File: src/rtl/blit_pkg.sv
package blit_pkg;

    typedef enum logic [2:0] {
        ST_IDLE,
        ST_REQ,
        ST_RD,
        ST_DRAIN,
        ST_WR,
        ST_REL
    } blit_state_e;

    localparam int NUM_CH = 4;
    localparam int CH_D   = 3;

    // Lowest enabled read channel index >= from; 3 means none left.
    function automatic logic [1:0] first_rd_ch(input logic [3:0] en, input logic [2:0] from);
        logic [1:0] r;
        r = 2'd3;
        for (int c = 2; c >= 0; c--) begin
            if (c >= int'(from) && en[c]) r = 2'(c);
        end
        return r;
    endfunction

endpackage

File: src/rtl/blit_chan_addr.sv
module blit_chan_addr #(
    parameter int ADDR_W = 16,
    parameter int CNT_W  = 16,
    parameter bit WRAP   = 1'b1
) (
    input  logic              clk,
    input  logic              rst_n,
    input  logic              load,
    input  logic              step,
    input  logic [ADDR_W-1:0] base,
    input  logic [CNT_W-1:0]  width,
    input  logic [ADDR_W-1:0] stride,
    input  logic [CNT_W-1:0]  count,
    output logic [ADDR_W-1:0] addr,
    output logic [CNT_W-1:0]  remain,
    output logic              last
);

    typedef struct packed {
        logic [ADDR_W-1:0] cfg_base;
        logic [CNT_W-1:0]  cfg_width;
        logic [ADDR_W-1:0] cfg_stride;
        logic [CNT_W-1:0]  cfg_count;
        logic [ADDR_W-1:0] addr;
        logic [ADDR_W-1:0] row;
        logic [CNT_W-1:0]  col;
        logic [CNT_W-1:0]  remain;
    } walk_t;

    walk_t w_d, w_q;

    always_comb begin
        w_d = w_q;
        if (load) begin
            w_d.cfg_base   = base;
            w_d.cfg_width  = width;
            w_d.cfg_stride = stride;
            w_d.cfg_count  = count;
            w_d.addr       = base;
            w_d.row        = base;
            w_d.col        = '0;
            w_d.remain     = count;
        end else if (step) begin
            if (WRAP && w_q.remain == CNT_W'(1)) begin
                // source exhausted: restart at its base (tiling)
                w_d.addr   = w_q.cfg_base;
                w_d.row    = w_q.cfg_base;
                w_d.col    = '0;
                w_d.remain = w_q.cfg_count;
            end else begin
                if (w_q.remain != '0) w_d.remain = w_q.remain - CNT_W'(1);
                if (w_q.col + CNT_W'(1) >= w_q.cfg_width) begin
                    w_d.row  = w_q.row + w_q.cfg_stride;
                    w_d.addr = w_q.row + w_q.cfg_stride;
                    w_d.col  = '0;
                end else begin
                    w_d.addr = w_q.addr + ADDR_W'(1);
                    w_d.col  = w_q.col + CNT_W'(1);
                end
            end
        end
    end

    always_ff @(posedge clk or negedge rst_n) begin
        if (!rst_n) w_q <= '0;
        else        w_q <= w_d;
    end

    assign addr   = w_q.addr;
    assign remain = w_q.remain;
    assign last   = (w_q.remain == CNT_W'(1));

endmodule

File: src/rtl/blit_blend.sv
module blit_blend #(
    parameter int PIX_W  = 24,
    parameter int COMP_W = 8
) (
    input  logic [PIX_W-1:0] alpha_pix,
    input  logic [PIX_W-1:0] toward_pix,
    input  logic [PIX_W-1:0] target_pix,
    output logic [PIX_W-1:0] result
);

    localparam int NCOMP = PIX_W / COMP_W;
    localparam int PW    = 2 * COMP_W;

    for (genvar i = 0; i < NCOMP; i++) begin : g_comp
        logic [COMP_W-1:0] a, b, c, inv;
        logic [PW-1:0]     mix;
        assign a   = alpha_pix [i*COMP_W +: COMP_W];
        assign b   = toward_pix[i*COMP_W +: COMP_W];
        assign c   = target_pix[i*COMP_W +: COMP_W];
        assign inv = ~a;
        assign mix = (PW'(a) * PW'(b)) + (PW'(inv) * PW'(c));
        assign result[i*COMP_W +: COMP_W] = mix[PW-1:COMP_W];
    end

    if (NCOMP * COMP_W < PIX_W) begin : g_pad
        assign result[PIX_W-1:NCOMP*COMP_W] = '0;
    end

endmodule

File: src/rtl/blit_engine.sv
module blit_engine
    import blit_pkg::*;
#(
    parameter int PIX_W  = 24,
    parameter int COMP_W = 8,
    parameter int ADDR_W = 16,
    parameter int CNT_W  = 16,
    parameter int BURST  = 16,
    parameter int RD_LAT = 2
) (
    input  logic                        clk,
    input  logic                        rst_n,
    input  logic                        start,
    input  logic [3:0]                  ch_en,
    input  logic                        blend_en,
    input  logic                        serial_mode,
    input  logic [PIX_W-1:0]            fill_color,
    input  logic [3:0][ADDR_W-1:0]      chan_base,
    input  logic [3:0][CNT_W-1:0]       chan_width,
    input  logic [3:0][ADDR_W-1:0]      chan_stride,
    input  logic [3:0][CNT_W-1:0]       chan_count,
    output logic                        busy,
    output logic                        done,
    output logic                        done_pulse,
    output logic                        mem_req,
    input  logic                        mem_gnt,
    output logic                        mem_rd,
    output logic                        mem_we,
    output logic [ADDR_W-1:0]           mem_addr,
    output logic [PIX_W-1:0]            mem_wdata,
    input  logic [PIX_W-1:0]            mem_rdata
);

    localparam int IW = $clog2(BURST + 1);
    localparam int BW = $clog2(BURST);

    typedef struct packed {
        blit_state_e      st;
        logic [1:0]       ch;
        logic [IW-1:0]    idx;
        logic [IW-1:0]    n;
        logic [3:0]       en;
        logic             blend;
        logic             serial;
        logic [PIX_W-1:0] fill;
        logic             done;
        logic             pulse;
    } ctl_t;

    ctl_t c_d, c_q;

    // channel address walkers
    logic [3:0]                 g_load, g_step, g_last;
    logic [3:0][ADDR_W-1:0]     g_addr;
    logic [3:0][CNT_W-1:0]      g_rem;

    for (genvar i = 0; i < NUM_CH; i++) begin : g_walk
        blit_chan_addr #(
            .ADDR_W(ADDR_W), .CNT_W(CNT_W), .WRAP(i != CH_D)
        ) u_walk (
            .clk    (clk),
            .rst_n  (rst_n),
            .load   (g_load[i]),
            .step   (g_step[i]),
            .base   (chan_base[i]),
            .width  (chan_width[i]),
            .stride (chan_stride[i]),
            .count  (chan_count[i]),
            .addr   (g_addr[i]),
            .remain (g_rem[i]),
            .last   (g_last[i])
        );
    end

    // read-return tracking line
    logic                     push_v;
    logic [1:0]               push_ch;
    logic [IW-1:0]            push_idx;
    logic [RD_LAT-1:0]        pv_q;
    logic [RD_LAT-1:0][1:0]   pch_q;
    logic [RD_LAT-1:0][IW-1:0] pidx_q;

    always_ff @(posedge clk or negedge rst_n) begin
        if (!rst_n) begin
            pv_q   <= '0;
            pch_q  <= '0;
            pidx_q <= '0;
        end else begin
            pv_q[0]   <= push_v;
            pch_q[0]  <= push_ch;
            pidx_q[0] <= push_idx;
            for (int s = 1; s < RD_LAT; s++) begin
                pv_q[s]   <= pv_q[s-1];
                pch_q[s]  <= pch_q[s-1];
                pidx_q[s] <= pidx_q[s-1];
            end
        end
    end

    // per-channel batch buffers
    logic [PIX_W-1:0] buf_q [3][BURST];
    logic             cap_v;
    logic [1:0]       cap_ch;
    logic [BW-1:0]    cap_idx;

    assign cap_v   = pv_q[RD_LAT-1];
    assign cap_ch  = pch_q[RD_LAT-1];
    assign cap_idx = pidx_q[RD_LAT-1][BW-1:0];

    always_ff @(posedge clk) begin
        if (cap_v && cap_ch != 2'd3) buf_q[cap_ch][cap_idx] <= mem_rdata;
    end

    // result pixel for the current write slot
    logic [PIX_W-1:0] pix_a, pix_b, pix_c, pix_mix, pix_out;
    assign pix_a = buf_q[0][c_q.idx[BW-1:0]];
    assign pix_b = buf_q[1][c_q.idx[BW-1:0]];
    assign pix_c = buf_q[2][c_q.idx[BW-1:0]];

    blit_blend #(.PIX_W(PIX_W), .COMP_W(COMP_W)) u_blend (
        .alpha_pix  (pix_a),
        .toward_pix (pix_b),
        .target_pix (pix_c),
        .result     (pix_mix)
    );

    always_comb begin
        if (c_q.blend)      pix_out = pix_mix;
        else if (c_q.en[0]) pix_out = pix_a;
        else                pix_out = c_q.fill;
    end

    logic [1:0] nxt_ch;
    logic [IW-1:0] batch_n;

    always_comb begin
        nxt_ch = first_rd_ch(c_q.en, 3'(c_q.ch) + 3'd1);
        if (c_q.serial)                      batch_n = IW'(1);
        else if (g_rem[CH_D] < CNT_W'(BURST)) batch_n = IW'(g_rem[CH_D]);
        else                                 batch_n = IW'(BURST);
    end

    always_comb begin
        c_d       = c_q;
        c_d.pulse = 1'b0;
        g_load    = '0;
        g_step    = '0;
        push_v    = 1'b0;
        push_ch   = c_q.ch;
        push_idx  = c_q.idx;
        mem_req   = 1'b0;
        mem_rd    = 1'b0;
        mem_we    = 1'b0;
        mem_addr  = '0;
        mem_wdata = '0;

        unique case (c_q.st)
            ST_IDLE: begin
                if (start) begin
                    g_load     = 4'hF;
                    c_d.en     = ch_en;
                    c_d.blend  = blend_en;
                    c_d.serial = serial_mode;
                    c_d.fill   = fill_color;
                    if (!ch_en[CH_D] || chan_count[CH_D] == '0) begin
                        c_d.done  = 1'b1;
                        c_d.pulse = 1'b1;
                    end else begin
                        c_d.done = 1'b0;
                        c_d.st   = ST_REQ;
                    end
                end
            end
            ST_REQ: begin
                mem_req = 1'b1;
                if (mem_gnt) begin
                    c_d.n   = batch_n;
                    c_d.idx = '0;
                    c_d.ch  = first_rd_ch(c_q.en, 3'd0);
                    c_d.st  = (first_rd_ch(c_q.en, 3'd0) == 2'd3) ? ST_WR : ST_RD;
                end
            end
            ST_RD: begin
                mem_req          = 1'b1;
                mem_rd           = 1'b1;
                mem_addr         = g_addr[c_q.ch];
                g_step[c_q.ch]   = 1'b1;
                push_v           = 1'b1;
                if (c_q.idx == c_q.n - IW'(1)) begin
                    c_d.idx = '0;
                    if (nxt_ch == 2'd3) c_d.st = ST_DRAIN;
                    else                c_d.ch = nxt_ch;
                end else begin
                    c_d.idx = c_q.idx + IW'(1);
                end
            end
            ST_DRAIN: begin
                mem_req = 1'b1;
                if (pv_q == '0) begin
                    c_d.idx = '0;
                    c_d.st  = ST_WR;
                end
            end
            ST_WR: begin
                mem_req        = 1'b1;
                mem_we         = 1'b1;
                mem_addr       = g_addr[CH_D];
                mem_wdata      = pix_out;
                g_step[CH_D]   = 1'b1;
                if (g_last[CH_D]) begin
                    c_d.done  = 1'b1;
                    c_d.pulse = 1'b1;
                    c_d.st    = ST_IDLE;
                end else if (c_q.idx == c_q.n - IW'(1)) begin
                    c_d.st = ST_REL;
                end else begin
                    c_d.idx = c_q.idx + IW'(1);
                end
            end
            ST_REL: begin
                c_d.st = ST_REQ;
            end
            default: c_d.st = ST_IDLE;
        endcase
    end

    always_ff @(posedge clk or negedge rst_n) begin
        if (!rst_n) begin
            c_q    <= '0;
            c_q.st <= ST_IDLE;
        end else begin
            c_q <= c_d;
        end
    end

    assign busy       = (c_q.st != ST_IDLE);
    assign done       = c_q.done;
    assign done_pulse = c_q.pulse;

endmodule

File: config.mk
export PLATFORM = sky130hd
export DESIGN_NAME = blit_engine
export DESIGN_NICKNAME = d
export VERILOG_FILES = /design/src/rtl/blit_pkg.sv /design/src/rtl/blit_chan_addr.sv /design/src/rtl/blit_blend.sv /design/src/rtl/blit_engine.sv
export SDC_FILE = /design/constraint.sdc
export NUM_CORES = 2
export LEC_CHECK = 0
export BUFFER_PORTS_ARGS = -buffer_cell sky130_fd_sc_hd__buf_2
export CORE_UTILIZATION = 55
export DETAILED_ROUTE_END_ITERATION = 7
export PLACE_DENSITY = 0.78
export SYNTH_ARGS = -nofsm -noshare
export SYNTH_HDL_FRONTEND = slang
export SYNTH_SLANG_ARGS = --single-unit
File: constraint.sdc
create_clock -name clk -period 9.41 [get_ports clk]
set_input_delay 0.4705 -clock clk [delete_from_list [all_inputs] [get_ports clk]]
set_output_delay 0.4705 -clock clk [all_outputs]
set_load 0.02 [all_outputs]
=== Word level (Yosys, flattened, before mapping) ===
Memory sizes are Yosys's and may differ from the RTL's.
Index checks and enable logic that the tools add are counted.

* Add/sub/neg operators: 22
* Multipliers: 6
* $lt $le $gt $ge: 13
* Eq/ne operators: 24
* Mux-type cells: 86
* Bitwise gates (word level): 5
* Reduce and logical (&&, ||, !) cells: 46

{| class="wikitable"
|+ Operator list
! cell !! number
|-
| $mux 64 || 11
|-
| $mux 384 || 1
|-
| $bmux 24 s4 || 3
|-
| $mux 16 || 17
|-
| $mux 24 || 10
|-
| $add 16x1->16 const B || 8
|-
| $add 16x16->16 || 7
|-
| $demux 24 s4 || 1
|-
| $mul 8x8->16 || 6
|-
| $eq 16x1->1 const B || 4
|-
| $ge 16x16->1 || 4
|-
| $reduce_bool 16->1 || 4
|-
| $sub 16x1->16 const B || 4
|-
| $mux 5 || 7
|-
| $bmux 16 s2 || 1
|-
| $pmux 16 s2 || 1
|-
| $mux 3 || 8
|-
| $not 8->8 || 3
|-
| $reduce_bool 3->1 || 7
|-
| $ne 2x2->1 const B || 10
|-
| $pmux 5 s4 || 1
|-
| $reduce_and 2->1 || 10
|-
| $mux 2 || 9
|-
| $pmux 3 s6 || 1
|-
| 37 further kinds || 64
|}

* Flip-flop bits (word level): 540
* RAM bits: 1,152
* Bits of input ports: 314
* Output and inout port bits: 46
* Logic and storage cells: 248
* Memories kept: 1

{| class="wikitable"
|+ Memories
! memory !! depth !! width !! rd ports !! clocked after memory_dff !! write ports !! RTL line !! RTL
|-
| buf_q || 3 || 384 || 3 || 0 || 1 || blit_engine.sv:101 || <nowiki>logic [PIX_W-1:0] buf_q [3][BURST];</nowiki>
|}

=== Logic depth before layout (Yosys ltp) ===
* Word-level depth: 10
* Mapped depth: 29
* Mapped depth without buffers: 25

=== By module ===
A second synthesis with hierarchy kept.

* Cell total of the unflattened synthesis: 7,149
* Area, all modules: 90,137.7 um^2

{| class="wikitable"
|+ By module, submodules not included
! module !! instances !! cells each !! area an instance (um^2) !! sequential area each (um^2)
|-
| blit_engine || 1 || 2,563 || 48,201.2 || 36,094.6
|-
| blit_blend || 1 || 1,402 || 12,580.8 || 0.0
|-
| blit_chan_addr (g_walk[0].u_walk) || 1 || 845 || 7,772.5 || 3,203.1
|-
| blit_chan_addr (g_walk[2].u_walk) || 1 || 829 || 7,752.4 || 3,203.1
|-
| blit_chan_addr (g_walk[1].u_walk) || 1 || 832 || 7,663.6 || 3,203.1
|-
| blit_chan_addr (g_walk[3].u_walk) || 1 || 678 || 6,167.2 || 2,402.3
|}

=== Least setup slack after synthesis ===
No wires, ideal clock.

* Kind: register -> output
* Start point: reg c_q, in the netlist push_idx[0]
* End point: out mem_wdata[7]
* Data arrival time: 7.686 ns
* Data required time: 8.939 ns
* Setup slack: 1.254 ns
* Stages on the path, launching flop included: 26
* Path buffers: 4
* Cell sequence: dfrtp_1 -> buf_2 -> buf_2 -> buf_2 -> buf_2 -> mux4_2 -> mux4_2 -> and2_1 -> fa_1 -> inv_1 -> fa_1 -> inv_1 -> fa_1 -> fa_1 -> fa_1 -> inv_1 -> fa_1 -> inv_1 -> ha_1 -> or3_1 -> o21ai_0 -> o31ai_1 -> and2_1 -> o41ai_1 -> xnor2_1 -> a221oi_1

* Word-level cells in the longest chain between the ends: 9
* Elaborated cells between the ends (all ways): 17
* Classes of those cells: add/sub: 1; mul: 2; mux: 12; bitwise: 2

{| class="wikitable"
|+ RTL lines
! what !! RTL line !! RTL
|-
| start: declaration || blit_engine.sv:50 || <nowiki>ctl_t c_d, c_q;</nowiki>
|-
| $not 4->5 (not written as such) (*) || blit_engine.sv:116, blit_engine.sv:117, blit_engine.sv:118 ||
|-
| $bmux 24 s4 || blit_engine.sv:116 || <nowiki>assign pix_a = buf_q[0][c_q.idx[BW-1:0]];</nowiki>
|-
| $mux 24 (not written as such) (2 in a row) || blit_engine.sv:116 ||
|-
| $not 8->8 || blit_blend.sv:20 || <nowiki>assign inv = ~a;</nowiki>
|-
| $mul 8x8->16 || blit_blend.sv:21 || <nowiki>assign mix = (PW'(a) * PW'(b)) + (PW'(inv) * PW'(c));</nowiki>
|-
| $add 16x16->16 || blit_blend.sv:21 ||
|-
| $mux 24 (*) || blit_engine.sv:128 || <nowiki>if (c_q.blend) pix_out = pix_mix;</nowiki>
|-
| $mux 24 (*) || blit_engine.sv:157 || <nowiki>unique case (c_q.st)</nowiki>
|-
| end: declaration || blit_engine.sv:30 || <nowiki>output logic [PIX_W-1:0] mem_wdata,</nowiki>
|}

Every way passes the cells marked *; elsewhere a longest branch is shown, timed or not. The select of a mux whose other input is x is not followed.

=== Final worst setup path ===
* Start point: reg c_q, in the netlist push_idx[0]
* End point: out mem_wdata[3]

The elaborated chain is that of the path after synthesis.

==> run metrics <==
Slew Limit Fails 0; crit-path most repeated cell fa_1; Slowest-stage cell, CP a211oi_1; vias in the first global route 62.20k; reg2reg end g_walk[3].u_walk.w_q[46]; final worst slack 53.51 ps; std cell rows 145; clk slew on worst S/H paths 60 ps; critical path type register to primary output; initial core utilization 55.48%; vias per cell 6.306; largest family of logic cells by synthesized area adder cells; remaining antenna violation count after routing 0; total CTS buffers 167; Yosys cell types 94; worst-margin pin slew 1336 ps; pre-CTS setup slack 498.5 ps; chip width 399.4 um; HP Start chan_base[50]; relative slew slack 10.60%; Die Footprint 159500 um^2; crit path launch type register; Post-Synth Adder-Cell Area 11.30%; Area contributors post-synth edfxtp_1, dfrtp_1, mux4_2; Hold Path Cell Cnt 3; # H-tree levels 4; Net Count, Synth 7781; FF+latch count, synth 1692; Synth Warn # 0; GR Overflow Total 0; DR iter-0 viols 8082; gr busiest metal met2; Hold Vio Cnt, Final 0; Top FF cell, synth edfxtp_1; post-synthesis sequential area ratio 55.38%; total wire length 261400 um; reg2reg path depth 16; Worst R2R Setup Slack 4230 ps; M1 GR Usage 40.47%; Clock Skews 75.60 ps; Finished Layout Cells 9695; Post-Syn Area 86870 um^2; Mapped Cells 6856; most frequent cells after synthesis edfxtp_1, nand2_1, nor2_1; Final Critical Period 9356 ps; share of cells above drive strength 1 16.93%; cell taking the most area after synthesis edfxtp_1; most common cell in the synthesized netlist edfxtp_1; vias 61.13k; Sink Count 1692; core box area 156600 um^2; I/O pin cnt 360; drt pass-1 iters 8; Worst Hold Class primary input to register; Worst setup EP type primary output; Hold EP g_walk[3].u_walk.w_q[34]; ys async rst share 31.91%; status finished clean; met2 usage 52.53%; wire length per cell 26.96 um; Port Buffers 359; Avg Cell Area, Syn 12.67 um^2; Max Buffers Root-to-Sink 3; fin crit share 99.43%; die height 399.4 um; DP HPWL 158700 um; portion of netlist area occupied by mux cells 9.869%; xor-xnor portion of the synthesized cell area 1.895%; Final setup viols 0; CP max FO 17; TritonCTS clock tree built; number of flops mapped to enable cells by yosys 1152; worst flop-to-flop path startpoint g_walk[3].u_walk.w_q[16]; final core occ 63.92%; # Max-Cap Violations 0; Yosys top cell area share 39.82%; largest net degree at the start of global routing 170; final net count 8417; # DRC 0; max incr delay on CP 860 ps; FILL cells 10.77k; Root Buffer clkbuf_16; Synth Area in Simple Gates 10.74%; placed instance count 9081; Data arrival, critical path 8890 ps; CP Cell Sequence buf_4, buf_12, mux4_2, mux4_2, or2_2, fa_1, fa_1, inv_1, fa_1, fa_1, fa_1, inv_1, fa_1, inv_1, ha_1, or3_1, o21ai_0, nor2_1, a21oi_1, xor2_1, a211oi_1, buf_2; routability cong. 0.9462; Required @ worst endpoint 8940 ps; GRT met3 Usage 6.650%; f_max 0.1069 GHz; Total Routing Usage GR 32.52%; Clk Latency, worst-skew pair 850 ps; first-pass GRT wire length 383600 um; area grow syn2layout 15.21%; compound-gate portion of the synthesized area 7.145%; initial antenna violation count 23
==> cell type report <==
type | instances | area, um^2 | area share (%)
repair buffers | 778 | 5949 | 5.945
multi-input cells | 4339 | 35850 | 35.82
clock buffers | 217 | 4537 | 4.533
well taps | 2058 | 2575 | 2.573
inverters | 514 | 1934 | 1.933
clock inverters | 81 | 1079 | 1.078
flip-flops and latches | 1692 | 48120 | 48.08
diodes | 16 | 40.04 | 0.04001
==> per-stage QoR <==
stage                     cell area, um^2  setup TNS (ps)  hold slack, ps
final                              100100               0           15.91
after global routing               100100          -5.362           43.50
after CTS                           99800               0           1.796
after detailed placement            91350               0           334.7
after global placement              91350               0           331.9
after floorplan                     86870               0           174.9
==> cells in the final DEF (no fill, tap or decap), drive strengths merged, types with 13 or more instances in the layout <==
master          n
o211ai         32
mux4          336
xor2           78
o21a           38
fa            289
nand2b         28
nand3          96
a21oi         235
inv           514
buf           500
xnor2         110
or3            33
a31oi          49
a21o           36
nor2b          32
a311oi         17
or2            60
o21ai         320
nand2        1011
dlygate4sd3   278
and3           41
and2          113
clkinv         62
o22ai          27
a22o           24
nor2          553
a211oi         55
ha            322
edfxtp       1152
nor4           31
nor3           64
mux2i          51
dfrtp         540
o31ai          13
nand4          30
diode          16
clkbuf        217
mux2           44
o22a           15
==> sequential cells by signal, indices dropped and copies added (netlist names) <==
| signal | cells |
|---|---|
| g_walk.u_walk.addr | 64 |
| cap_ch | 2 |
| push_idx | 5 |
| done_pulse | 1 |
| pv_q | 2 |
| g_walk.u_walk.w_q | 352 |
| cap_idx | 4 |
| pch_q | 2 |
| g_walk.u_walk.remain | 64 |
| buf_q | 1152 |
| push_ch | 2 |
| c_q | 37 |
| done | 1 |
| pidx_q | 4 |
==> logic make-up after synthesis <==
| group | after synthesis |
|---|---|
| compound gates | 985 |
| xor+xnor | 188 |
| fa+ha+maj | 611 |
| buf+inv | 825 |
| flops | 1692 |
| mux | 431 |
| simple gates | 2124 |
==> worst max-delay path, delay by kind of cell (launching register included) <==
family | cells | cell delay, ps
flip-flops | 1 | 550
AND/OR/NAND/NOR | 3 | 840
adder cells (fa/ha/maj) | 7 | 3240
XOR/XNOR | 1 | 130
AO/OA/AOI/OAI | 3 | 1230
multiplexers | 2 | 1240
buffers and inverters | 6 | 800
==> per-layer routing <==
layer	up-vias	routed length, um
met5	-	68
li1	25699	-
met3	1025	26390
met4	10	17820
met2	3961	124800
met1	30439	92270
==> worst max-delay path by stage <==
stage | from | endpoint | depth (start not counted)
after floorplan | push_idx[0] | mem_wdata[7] | 25
after global placement | push_idx[0] | mem_wdata[7] | 22
after detailed placement | push_idx[0] | mem_wdata[7] | 22
after CTS | push_idx[0] | mem_wdata[23] | 23
after global routing | push_idx[0] | mem_wdata[15] | 25
final | push_idx[0] | mem_wdata[3] | 22
==> repair_timing <==
| item | in CTS | in global routing |
|---|---|---|
| gates cloned | 0 | 0 |
| endpoints found under the hold margin | 406 | 0 |
| setup buffers | 1 | 21 |
| endpoints found under the setup margin | 11 | 8 |
| resized for setup | 7 | 8 |
| pin swaps | 0 | 0 |
| hold buffers | 278 | 0 |
Power is left out: the tool's default activity adds up to more than one toggle a clock period on the data nets, which glitch-free logic cannot reach.
